==> config.mk <==
export PLATFORM = sky130hd
export DESIGN_NAME = sar_seq_ctrl
export DESIGN_NICKNAME = d
export VERILOG_FILES = /design/src/rtl/sar_seq_pkg.sv /design/src/rtl/sar_slot_timer.sv /design/src/rtl/sar_start_ctl.sv /design/src/rtl/sar_bit_engine.sv /design/src/rtl/sar_seq_ctrl.sv
export SDC_FILE = /design/constraint.sdc
export NUM_CORES = 1
export LEC_CHECK = 0
export ABC_AREA = 1
export BUFFER_PORTS_ARGS = -buffer_cell sky130_fd_sc_hd__buf_2
export CORE_ASPECT_RATIO = 1.2
export CORE_MARGIN = 10
export CORE_UTILIZATION = 54
export CTS_CLUSTER_SIZE = 10
export DETAILED_ROUTE_END_ITERATION = 16
export GPL_TIMING_DRIVEN = 0
export PLACE_DENSITY = 0.81
export REMOVE_ABC_BUFFERS = 1
export SYNTH_ARGS = -nofsm -noshare
export SYNTH_HDL_FRONTEND = slang
export SYNTH_HIERARCHICAL = 1
export SYNTH_SLANG_ARGS = --single-unit
==> constraint.sdc <==
create_clock -name clk -period 2.4 [get_ports clk]
set_input_delay 0 -clock clk [delete_from_list [all_inputs] [get_ports clk]]
set_output_delay 0 -clock clk [all_outputs]
set_load 0.02 [all_outputs]
==> src/rtl/sar_seq_pkg.sv <==
package sar_seq_pkg;
    localparam int unsigned DEF_RES_W     = 8;
    localparam int unsigned DEF_SLOT_CLKS = 8;

    typedef enum logic {
        ENG_IDLE = 1'b0,
        ENG_RUN  = 1'b1
    } eng_mode_e;

    typedef struct packed {
        logic armed;
    } start_state_t;
endpackage

==> src/rtl/sar_slot_timer.sv <==
module sar_slot_timer #(
    parameter int unsigned SLOT_CLKS = 8
) (
    input  logic clk,
    output logic slot_end
);
    localparam int unsigned CNT_W = (SLOT_CLKS > 1) ? $clog2(SLOT_CLKS) : 1;
    localparam logic [CNT_W-1:0] LAST = CNT_W'(SLOT_CLKS - 1);

    typedef struct packed {
        logic [CNT_W-1:0] phase;
    } tmr_t;

    tmr_t tmr_d, tmr_q;

    // Free-running slot phase; never reset so the start latency tracks it.
    always_comb begin
        tmr_d = tmr_q;
        if (tmr_q.phase == LAST) tmr_d.phase = '0;
        else                     tmr_d.phase = tmr_q.phase + 1'b1;
    end

    always_ff @(posedge clk) begin
        tmr_q <= tmr_d;
    end

    assign slot_end = (tmr_q.phase == LAST);
endmodule

==> src/rtl/sar_start_ctl.sv <==
module sar_start_ctl
    import sar_seq_pkg::*;
(
    input  logic clk,
    input  logic hold,
    input  logic slot_end,
    output logic go
);
    start_state_t st_d, st_q;

    always_comb begin
        st_d = st_q;
        if (hold)                         st_d.armed = 1'b1;
        else if (st_q.armed && slot_end)  st_d.armed = 1'b0;
    end

    always_ff @(posedge clk) begin
        st_q <= st_d;
    end

    assign go = st_q.armed && slot_end && !hold;

    // the armed flag only drops on a slot boundary
    assert_start_on_boundary_R2: assert property (@(posedge clk) disable iff (hold)
        $fell(st_q.armed) |-> $past(slot_end));
endmodule

==> src/rtl/sar_bit_engine.sv <==
module sar_bit_engine
    import sar_seq_pkg::*;
#(
    parameter int unsigned RES_W = 8
) (
    input  logic             clk,
    input  logic             hold,
    input  logic             go,
    input  logic             slot_end,
    input  logic             cmp_i,
    input  logic             rd_req,
    output logic [RES_W-1:0] trial,
    output logic [RES_W-1:0] result,
    output logic             irq
);
    localparam logic [RES_W-1:0] TOP_BIT = {1'b1, {(RES_W-1){1'b0}}};

    typedef struct packed {
        eng_mode_e        mode;
        logic [RES_W-1:0] walk;
        logic [RES_W-1:0] sar;
        logic [RES_W-1:0] result;
        logic             irq;
    } eng_t;

    eng_t eng_d, eng_q;
    logic [RES_W-1:0] decided;
    logic             finish;

    // Per-bit decision: keep/clear the tested bit, raise the next one down.
    for (genvar b = 0; b < RES_W; b++) begin : g_bit
        if (b == RES_W - 1) begin : g_top
            assign decided[b] = eng_q.walk[b] ? cmp_i : eng_q.sar[b];
        end else begin : g_low
            assign decided[b] = eng_q.walk[b]   ? cmp_i :
                                eng_q.walk[b+1] ? 1'b1  : eng_q.sar[b];
        end
    end

    assign finish = (eng_q.mode == ENG_RUN) && slot_end && eng_q.walk[0];

    always_comb begin
        eng_d = eng_q;
        if (hold) begin
            eng_d.mode = ENG_IDLE;
            eng_d.walk = '0;
            eng_d.sar  = '0;
            eng_d.irq  = 1'b0;
        end else begin
            if (rd_req) eng_d.irq = 1'b0;
            if (go) begin
                eng_d.mode = ENG_RUN;
                eng_d.walk = TOP_BIT;
                eng_d.sar  = TOP_BIT;
            end else if (eng_q.mode == ENG_RUN && slot_end) begin
                eng_d.sar  = decided;
                eng_d.walk = eng_q.walk >> 1;
                if (eng_q.walk[0]) begin
                    eng_d.mode   = ENG_IDLE;
                    eng_d.result = decided;
                    eng_d.irq    = 1'b1;
                end
            end
        end
    end

    always_ff @(posedge clk) begin
        eng_q <= eng_d;
    end

    assign trial  = eng_q.sar;
    assign result = eng_q.result;
    assign irq    = eng_q.irq;

    // the trial code holds still between slot boundaries
    assert_trial_stable_R3: assert property (@(posedge clk) disable iff (hold)
        !slot_end |=> $stable(eng_q.sar));
    // at most one bit under test
    assert_single_walk_bit_R4: assert property (@(posedge clk) disable iff (hold)
        $onehot0(eng_q.walk));
    // interrupt rises only after the last bit is settled
    assert_irq_after_lsb_R6: assert property (@(posedge clk) disable iff (hold)
        $rose(eng_q.irq) |-> $past(eng_q.walk[0] && slot_end));
    // a read with no completion in the same cycle clears the interrupt
    assert_read_clears_irq_R8: assert property (@(posedge clk) disable iff (hold)
        (rd_req && !finish) |=> !eng_q.irq);
endmodule

==> src/rtl/sar_seq_ctrl.sv <==
module sar_seq_ctrl
    import sar_seq_pkg::*;
#(
    parameter int unsigned RES_W     = DEF_RES_W,
    parameter int unsigned SLOT_CLKS = DEF_SLOT_CLKS
) (
    input  logic             clk,
    input  logic             cs_n,
    input  logic             wr_n,
    input  logic             rd_n,
    input  logic             cmp_i,
    output logic [RES_W-1:0] trial_o,
    output logic [RES_W-1:0] data_o,
    output logic             data_oe,
    output logic             intr_n
);
    logic hold;
    logic rd_req;
    logic slot_end;
    logic go;
    logic irq;

    assign hold   = !cs_n && !wr_n;
    assign rd_req = !cs_n && !rd_n;

    sar_slot_timer #(.SLOT_CLKS(SLOT_CLKS)) u_timer (
        .clk      (clk),
        .slot_end (slot_end)
    );

    sar_start_ctl u_start (
        .clk      (clk),
        .hold     (hold),
        .slot_end (slot_end),
        .go       (go)
    );

    sar_bit_engine #(.RES_W(RES_W)) u_engine (
        .clk      (clk),
        .hold     (hold),
        .go       (go),
        .slot_end (slot_end),
        .cmp_i    (cmp_i),
        .rd_req   (rd_req),
        .trial    (trial_o),
        .result   (data_o),
        .irq      (irq)
    );

    assign data_oe = rd_req;
    assign intr_n  = !irq;

    // a held request clears the trial code and the interrupt
    // (hold is the block's only reset, so this property is not disabled)
    assert_hold_clears_R1: assert property (@(posedge clk)
        hold |=> (trial_o == '0 && intr_n));
endmodule

==> results of run 1 <==
[through the flow]
stage	setup WS, ns	instances
3_5_place_dp	0.108	191
6_report	0.306	201
5_1_grt	0.129	201
3_3_place_gp	0.136	191
2_1_floorplan	0.493	138
4_1_cts	0.0875	201
[synthesized netlist by cell type]
master,n
a21oi_1,16
ha_1,3
o21ai_0,13
nor2_4,1
buf_6,2
nor2_2,1
inv_1,23
nor2_1,13
inv_2,1
buf_2,1
nand2_2,1
a21oi_2,2
edfxtp_1,8
buf_4,16
o22ai_1,1
o21ai_2,1
dfxtp_1,22
nand2_1,32
[report_power, final]
part / switching [uW] / internal, uW
clock network: 169 / 110
logic: 13.5 / 8.04
registers: 0.432 / 517
[state kept, by name, indices dropped and copies added (netlist names)]
signal           count
u_timer/tmr_q        3
u_engine/irq         1
u_engine/eng_q       9
u_engine/trial       8
u_engine/result      8
u_start/st_q         1
[area by class of cell]
cell class                      instances  area, um^2  share of cell area, %
Sequential cell                        30         681                   48.6
Multi-Input combinational cell         84         410                   29.3
Timing Repair Buffer                   24         130                   9.29
Inverter                               24        90.1                   6.43
Clock buffer                            6        41.3                   2.95
Tap cell                               31        38.8                   2.77
Clock inverter                          2        8.76                  0.626
[final timing paths]
| kind | to | cells after the start |
|---|---|---|
| min reg2reg | u_timer/tmr_q[0]$_SDFF_PN0_ | 1 |
| min | u_engine/trial[7]$_SDFFE_PP0P_ | 3 |
| max | u_engine/result[3]$_DFFE_PP_ | 6 |
| max reg2reg | u_engine/result[3]$_DFFE_PP_ | 6 |
[layer usage]
metal	vias up	track usage (%)	part of all wire, %
li1	500	-	-
met1	430	9.02	37
met2	21	19.3	53
met3	8	6.76	7.3
met4	0	6.90	2.9
met5	-	0	0
[timing repair]
item,in CTS,in global routing
setup endpoints to repair,0,8
endpoints found under the hold margin,2,0
gates resized for setup,0,1
hold buffers,2,0
[cell families (layout without fill, tap and decap cells)]
| group | Yosys count | count (layout) |
|---|---|---|
| and+or+nand+nor | 48 | 48 |
| adders and majority gates | 3 | 3 |
| buffers and inverters | 43 | 56 |
| DFF | 30 | 30 |
| AOI/OAI and AO/OA | 33 | 33 |
[worst min-delay path, cell delays in order]
cell     delay (ns)
buf_2          0.08
nor2_1         0.12
a21oi_2        0.13
==> impl_results.md, run 1 <==
* Skew-Pair Late Insertion Delay at 0.34 ns
* Worst hold slack at 0.0158 ns
* CP Capture Type: flip-flop
* CTS tree: done
* Clock Tree Buf Depth at 2
* Yosys cell types at 18
* Final period utilization at 87.3%
* LEAKAGE at 0.000693 uW
* XOR/XNOR Fraction of Synth Area at 0%
* Total power at 818 uW
* Postcts setup bufs at 0
* Area growth from synthesis to layout at 5.57%
* Max-slew violations at 0
* Mean Syn Cell Area at 8.45 um^2
* GR Overflow Total at 0
* Status: finished clean
* Critical R2R Launch: u_timer/tmr_q[0]$_SDFF_PN0_
* Hold wc startpoint: wr_n
* Mapped cell area at 1330 um^2
* R2R Setup Slk at 0.31 ns
* First-pass GRT wire length at 4000 um
* Initial antenna violation count at 0
* CP Launch Point: u_timer/tmr_q[0]$_SDFF_PN0_
* Hold Vio Cnt, Final at 0
* Number of diodes at 0
* Worst Tran Pin Value at 0.580 ns
* Setup_tns at 0 ns
* GPL Wtd Cong at 0.770
* Leading area contributor after synthesis: dfxtp_1
* Critical Path Source Type: flip-flop
* Max transition margin at 61.2%
* Design area at 1400 um^2
* Leading cell type in the layout, fill and taps excluded: nand2_1
* Die Ht at 74.3 um
* TritonRoute pass-1 iters at 4
* Max IR drop VDD at 0.495 mV
* Post-Synth Simple-Gate Area at 14.5%
* Synth top area share at 33.2%
* Main combinational cell family by area after synthesis: buffers and inverters
* Most numerous cell on the critical path: ha_1
* Worst path required time at 2.39 ns
* Post-synthesis sequential area ratio at 51.3%
* Total global-route track usage at 10.9%
* Detailed-placement wirelength estimate at 1750 um
* Utilization after layout at 60.1%
* Syn Inst Count at 157
* Initial DRC count at 39
* Compound-gate portion of the synthesized area at 13.4%
* Clk sinks at 30
* Synth warn at 6
* Chip Width at 65.2 um
* #FFs+latches synth at 30
* Clk root buf: clkbuf_4
* Post-DR vias/cell at 4.77
* Largest cells by area after synthesis: dfxtp_1 (33%), edfxtp_1 (18%), buf_4 (9.1%)
* FMAX at 0.478 GHz
* # fillers at 230
* PwrDens at 584 nW/um^2
* IO buf count at 22
* Clock period minus worst slack at 2.09 ns
* Layout cells sized above 1 at 21.2%
* Row Count at 19
* Routed wire length at 2360 um
* Starting Density at 56.9%
* CP Max Fanout at 18
* RSZ-0062 raised after global routing: no
* Clock transition at path regs at 0.09 ns
* Critical path's top delay family: simple AND/OR/NAND/NOR gates
* Fin nets at 177
* Cts bufs inserted at 5
* Post-synthesis adder-cell area fraction at 2.83%
* Worst path slowest cell: nor2_2
* CORE AREA at 2330 um^2
* Worst hold path class: in2reg
* H-tree depth at 2
* Mux cell area share after synthesis at 0%
* Vias post-DR at 959
* Most frequent cells in the layout: nand2_1 (32), inv_1 (23), buf_2 (22), dfxtp_1 (22), a21oi_1 (16)
* DRC Markers at 0
* ANT nets after route at 0
* Crit-path cells: ha_1 -> ha_1 -> nand2_2 -> inv_2 -> nand2_1 -> nor2_2
* Crit-path max cell delay at 0.38 ns
* Worst EP arrival at 2.08 ns
* Top-Level Pins at 23
* Placed cell areas at 1330 um^2
* Vias in the first global route at 968
* Die area at 4850 um^2
* Largest net degree at the start of global routing at 19
* Final setup fails at 0
* Max-cap violations at 0
* CP bufs+invs at 1
* Routed wire length per instance at 11.7 um
* Clock Skew at 0.00863 ns
* Setup CP Type: reg2reg
(Power assumes the default switching activity.)
==> run 2, diff against run 1 <==
- ABC_AREA: 1 -> default
- CORE_UTILIZATION: 54 -> 55
- PLACE_DENSITY: 0.81 -> 0.82
==> impl_results.md, run 2 <==
* Routed wire length per instance at 14.7 um (+25%)
* Hold Vio Cnt, Final at 0 (unchanged)
* PwrDens at 545 nW/um^2 (-6.6%)
* Synth top cells by count: dfxtp_1 (22), buf_4 (17), nor2_1 (12), inv_1 (11), a21oi_1 (10)
* Post-synthesis sequential area ratio at 45.4% (-5.9 points)
* TritonRoute pass-1 iters at 4 (unchanged)
* Clk pwr share at 36.5% (+2.4 points)
* Die Ht at 77.2 um (+3.9%)
* Max-cap violations at 0 (unchanged)
* # fillers at 215 (-6.5%)
* R2R Setup Slk at 0.25 ns (-0.05 ns)
* Crit path to: u_engine/result[7]$_DFFE_PP_
* Worst Tran Pin Value at 0.879 ns (+0.299 ns)
* FMAX at 0.465 GHz (-2.5%)
* Postcts setup bufs at 0 (unchanged)
* Die area at 5220 um^2 (+7.7%)
* Fin nets at 163 (-7.9%)
* Setup CP Type: reg2reg
* Max IR drop VDD at 0.378 mV (-24%)
* Clock Tree Buf Depth at 2 (unchanged)
* Chip Width at 67.7 um (+3.7%)
* FF+latch area at 681 um^2 (unchanged)
* Final period utilization at 89.5% (+2.3 points)
* CP Capture Type: flip-flop
* Clk root buf: clkbuf_4
* Worst hold path class: in2reg
* Status: finished clean
* Non-Filler Instances at 189 (-6.0%)
* #FFs+latches synth at 30 (unchanged)
* Routed wire length at 2780 um (+18%)
* Clock Skew at 0.00564 ns (-0.00298 ns)
* Top-Level Pins at 23 (unchanged)
* LEAKAGE at 0.000591 uW (-15%)
* Worst r2r dst: u_engine/result[7]$_DFFE_PP_
* RSZ-0062 raised after global routing: no
* Starting Density at 58.2% (+1.2 points)
* Max FFs per register at 9 (unchanged)
* Async S/R FF share, synth at 0% (unchanged)
* Area growth from synthesis to layout at 3.84%
* Number of diodes at 0 (unchanged)
* Clock period minus worst slack at 2.15 ns (+0.0546 ns)
* Cts bufs inserted at 5 (unchanged)
* Top reg by flops: u_engine/eng_q
* IO buf count at 22 (unchanged)
* Setup_tns at 0 ns (unchanged)
* Mean Syn Cell Area at 10.1 um^2 (+19%)
* Vias post-DR at 1025 (+6.9%)
* Total global-route track usage at 11.2% (+0.30 points)
* Post-synth EDFFs at 8 (unchanged)
* CORE AREA at 2580 um^2 (+11%)
* Mapped cell area at 1500 um^2 (+13%)
* Sw frac at 21.5% (-0.95 points)
* Skew-Pair Late Insertion Delay at 0.33 ns (about the same)
* Layout cells sized above 1 at 31.4% (+10 points)
* GR Overflow Total at 0 (unchanged)
* Critical R2R Launch: u_timer/tmr_q[0]$_SDFF_PN0_
* Worst path required time at 2.42 ns (+0.03 ns)
* Detailed-placement wirelength estimate at 1850 um (+6.1%)
* Critical Path Source Type: flip-flop
* Logic gate share of total power at 2.6% (about the same)
* Int Power at 667 uW (+5.1%)
* GPL Wtd Cong at 0.740 (-4.0%)
* ANT nets after route at 0 (unchanged)
* Vias in the first global route at 997 (+3.0%)
* Clk sinks at 30 (unchanged)
* Largest cells by area after synthesis: dfxtp_1 (29%), edfxtp_1 (16%), buf_4 (8.5%)
* Initial DRC count at 63 (+62%)
* Placed insts at 178 (-6.8%)
* Post-DR vias/cell at 5.42 (+14%)
* Count leader, synth: dfxtp_1
* DRC Markers at 0 (unchanged)
* Dominant synthesized flop cell: dfxtp_1
* Max transition margin at 41.3% (-20 points)
* Row Count at 20 (+1)
* CTS tree: done
* First-pass GRT wire length at 4500 um (+12%)
* CP Max Fanout at 30 (+12)
* Sw Pwr at 182 uW (-0.54%)
* Synth top area share at 29.4% (-3.8 points)
* H-tree depth at 2 (unchanged)
* R2R cell count at 6 (unchanged)
* Syn Inst Count at 149 (-5.1%)
* Max-slew violations at 0 (unchanged)
* CP Launch Point: u_timer/tmr_q[0]$_SDFF_PN0_
* Seq pwr share at 60.9% (-2.3 points)
* Largest net degree at the start of global routing at 31 (+12)
* Most frequent cells in the layout: buf_2 (22), dfxtp_1 (22), nor2_1 (11), inv_1 (11), a21oi_1 (10)
* Worst slack, placed at -0.552 ns (-0.660 ns)
* Setup slack after layout at 0.251 ns (-0.0546 ns)
* Final setup fails at 0 (unchanged)
* Multi-input logic area at 593 um^2 (+45%)
* Worst EP arrival at 2.17 ns (+0.09 ns)
* Initial antenna violation count at 0 (unchanged)
* Clock transition at path regs at 0.09 ns (about the same)
* Synth warn at 6 (unchanged)
* Yosys cell types at 24 (+6)
* Leading area contributor after synthesis: dfxtp_1
==> run 2: cell types whose count changed after synthesis, moves of 6 or more <==
| cell | before | now |
|---|---|---|
| nand2_1 | 32 | 9 |
| inv_1 | 23 | 11 |
| a21bo_2 | 0 | 9 |
| nand3_1 | 0 | 8 |
| a221oi_2 | 0 | 7 |
| o211ai_1 | 0 | 7 |
| a21oi_1 | 16 | 10 |
| o21ai_0 | 13 | 7 |
==> run 2: how the worst min path moves through the flow <==
stage	start	to	cells past startpoint
2_1_floorplan	rd_n	data_oe	1
3_3_place_gp	rd_n	data_oe	3
3_5_place_dp	rd_n	data_oe	3
4_1_cts	rd_n	u_engine/irq$_SDFF_PP0_	4
5_1_grt	rd_n	u_engine/irq$_SDFF_PP0_	4
6_report	rd_n	u_engine/irq$_SDFF_PP0_	4
==> run 2: kinds of logic (layout without fill, tap and decap cells) <==
kind of cell | count (synthesis) | after routing | share of synthesized area [%]
AO/OA/AOI/OAI | 43 | 43 | 24.0
adder cells (fa/ha/maj) | 3 | 3 | 2.50
buffers and inverters | 37 | 44 | 16.4
flip-flops | 30 | 30 | 45.4
multiplexers | 1 | 1 | 1.00
AND/OR/NAND/NOR | 35 | 35 | 10.8
==> run 2: repair_timing <==
item                                   4_1_cts  5_1_grt
hold buffers                                 3        0
setup endpoints to repair                   22        8
gates resized for setup                      3        2
endpoints found under the hold margin        2        0
==> run 2: critical path, cell delays in order, from the launching register on <==
cell and delay (ns):
dfxtp_1 0.33, ha_1 0.24, ha_4 0.28, nand2_1 0.10, nor2_1 0.08, or2_2 0.50
nor2_4 0.30
==> run 2: metal layers <==
layer | vias up | part of all wire, % | global-route usage, %
met5 | - | 0 | 0
met4 | 0 | 1.8 | 5.56
met3 | 5 | 8.7 | 6.54
met2 | 20 | 49 | 18.0
met1 | 480 | 40 | 11.1
li1 | 520 | - | -
==> run 2: area by class of cell <==
class	count	area share, %
repair buffers	25	9.00
clock buffers	7	3.54
inverters	11	2.65
clock inverters	1	0.322
multi-input cells	82	38.1
well taps	33	2.65
flip-flops and latches	30	43.7
==> run 2: power by group through the flow <==
stage               Clock, uW  Combinational, uW  Sequential (uW)
finish                    310               21.8              517
global route              345               23.8              517
CTS                       320               21.2              517
detailed placement          0               16.9              529
global placement            0               16.1              529
floorplan                   0               8.50              529
==> run 2: metrics by stage <==
step | power [uW] | area (um^2) | util, % | hold WS [ns]
finish | 849 | 1560 | 60.4 | 0.0743
global route | 886 | 1560 | 60.4 | 0.0872
CTS | 858 | 1540 | 59.8 | 0.0615
detailed placement | 546 | 1450 | 56.1 | 0.257
global placement | 545 | 1450 | 56.1 | 0.253
floorplan | 537 | 1290 | - | 0.0793
==> run 3, diff against run 2 <==
- CORE_MARGIN: 10 -> 2
==> impl_results.md, run 3 (same netlist as run 2, synthesis figures left out) <==
* Layout cells sized above 1 at 31.8% (+0.41 points)
* FMAX at 0.447 GHz (-3.8%)
* Starting Density at 58.7% (+0.57 points)
* PwrDens at 551 nW/um^2 (+0.94%)
* Fin nets at 161 (-1.2%)
* TritonRoute pass-1 iters at 4 (unchanged)
* Hold Path Depth at 3 (-1)
* Chip Width at 51.7 um (-24%)
* Clk root buf: clkbuf_4
* Status: finished clean
* First-pass GRT wire length at 4020 um (-11%)
* CP Capture Type: flip-flop
* Routed wire length per instance at 13.0 um (-12%)
* GR Overflow Total at 0 (unchanged)
* Cts bufs inserted at 5 (unchanged)
* Clock transition at path regs at 0.09 ns (about the same)
* Skew-Pair Late Insertion Delay at 0.32 ns (about the same)
* Setup_tns at 0 ns (unchanged)
* Vias post-DR at 1023 (-0.20%)
* Worst hold slack at 0.0259 ns (-0.0484 ns)
* Top-Level Pins at 23 (unchanged)
* Placed cell areas at 1450 um^2 (unchanged)
* Final period utilization at 93.1% (+3.6 points)
* Met2 Use GR at 31.9% (+14 points)
* CTS tree: done
* Largest net degree at the start of global routing at 31 (unchanged)
* Utilization after layout at 59.8% (-0.58 points)
* Die area at 3160 um^2 (-39%)
* R2R cell count at 6 (unchanged)
* CORE AREA at 2550 um^2 (-0.97%)
* Row Count at 20 (unchanged)
* Vias in the first global route at 945 (-5.2%)
* Die Ht at 61.2 um (-21%)
* Final setup fails at 0 (unchanged)
* Top reg by flops: u_engine/eng_q
* DRC Markers at 0 (unchanged)
* Design area at 1530 um^2 (-1.9%)
* Clock period minus worst slack at 2.23 ns (+0.0860 ns)
* Met3 Track Usage GR at 5.10% (-1.4 points)
* Area growth from synthesis to layout at 1.84%
* Initial DRC count at 23 (-63%)
* Clk sinks at 30 (unchanged)
* Worst hold path class: in2reg
* Clock Tree Buf Depth at 2 (unchanged)
* Detailed-placement wirelength estimate at 1620 um (-13%)
* Critical Path Source Type: flip-flop
* H-tree depth at 2 (unchanged)
* Met1 Resource Use GR at 19.0% (+7.9 points)
* Post-DR vias/cell at 5.47 (+0.87%)
* Most frequent cells in the layout: buf_2 (22), dfxtp_1 (22), nor2_1 (11), inv_1 (11), a21oi_1 (10)
* Worst Tran Pin Value at 0.903 ns (+0.0235 ns)
* Max transition margin at 39.7% (-1.6 points)
* GPL Wtd Cong at 0.713 (-3.7%)
* Max FFs per register at 9 (unchanged)
* Setup CP Type: reg2reg
* LEAKAGE at 0.000581 uW (-1.7%)
* RSZ-0062 raised after global routing: no
* Max-slew violations at 0 (unchanged)
* IO buf count at 22 (unchanged)
* Clock Skew at 0.00614 ns (+0.000498 ns)
* Number of diodes at 0 (unchanged)
* CP Max Fanout at 30 (unchanged)
* ANT nets after route at 0 (unchanged)
* Hold Vio Cnt, Final at 0 (unchanged)
* Total global-route track usage at 18.1% (+6.8 points)
* Max IR drop VDD at 0.328 mV (-13%)
* Worst path required time at 2.41 ns (about the same)
* Max-cap violations at 0 (unchanged)
* Initial antenna violation count at 0 (unchanged)
* Total power at 840 uW (-1.0%)
* Routed wire length at 2430 um (-13%)
* Worst EP arrival at 2.24 ns (+0.07 ns)
* GRT Max-Usage Layer: met2
==> run 3: where the power goes <==
part	switching, uW	internal, uW	total [uW]
Sequential	0.423	517	517
Clock	163	142	305
Combinational	12.3	6.26	18.5
==> run 3: cell type report <==
class / instances / area, um^2
inverter: 11 / 41.3
sequential: 30 / 681
timing repair buffer: 23 / 120
tap: 33 / 41.3
fill: 215 / 1030
multi-input combinational: 82 / 583
clock inverter: 1 / 5.00
clock buffer: 7 / 55.1
==> run 3: per-stage QoR <==
| stage | worst slack, ns | instances |
|---|---|---|
| after CTS | 0.155 | 187 |
| final | 0.165 | 187 |
| after detailed placement | -0.582 | 178 |
| after global placement | -0.479 | 178 |
| after global routing | 0.0185 | 187 |
| after floorplan | 0.0159 | 123 |
==> run 3: per-layer routing <==
metal  share of wire [%]  up-vias
met5                   0        -
met4                 1.9        0
met3                 3.8        7
met2                  52       22
met1                  42      482
li1                    -      512
==> run 3: final timing paths <==
path                                    start                         endpoint  slack [ns]
hold / removal                           cs_n  u_engine/eng_q[25]$_SDFFE_PP0P_        0.03
hold reg to reg   u_timer/tmr_q[0]$_SDFF_PN0_      u_timer/tmr_q[0]$_SDFF_PN0_        0.42
setup reg to reg  u_timer/tmr_q[0]$_SDFF_PN0_     u_engine/result[4]$_DFFE_PP_        0.17
setup / recovery  u_timer/tmr_q[0]$_SDFF_PN0_     u_engine/result[4]$_DFFE_PP_        0.17
==> run 3: timing repair <==
action / 4_1_cts / 5_1_grt
hold buffers: 1 / 0
endpoints found under the hold margin: 2 / 0
resized for setup: 4 / 0
endpoints found under the setup margin: 22 / 0
setup buffers: 0 / 0
==> run 3: worst max-delay path: stages, from the launching register on <==
cell	delay, ns
dfxtp_1	0.32
ha_1	0.22
ha_2	0.35
nand2_1	0.13
nor2_1	0.08
or2_2	0.49
nor2_4	0.32
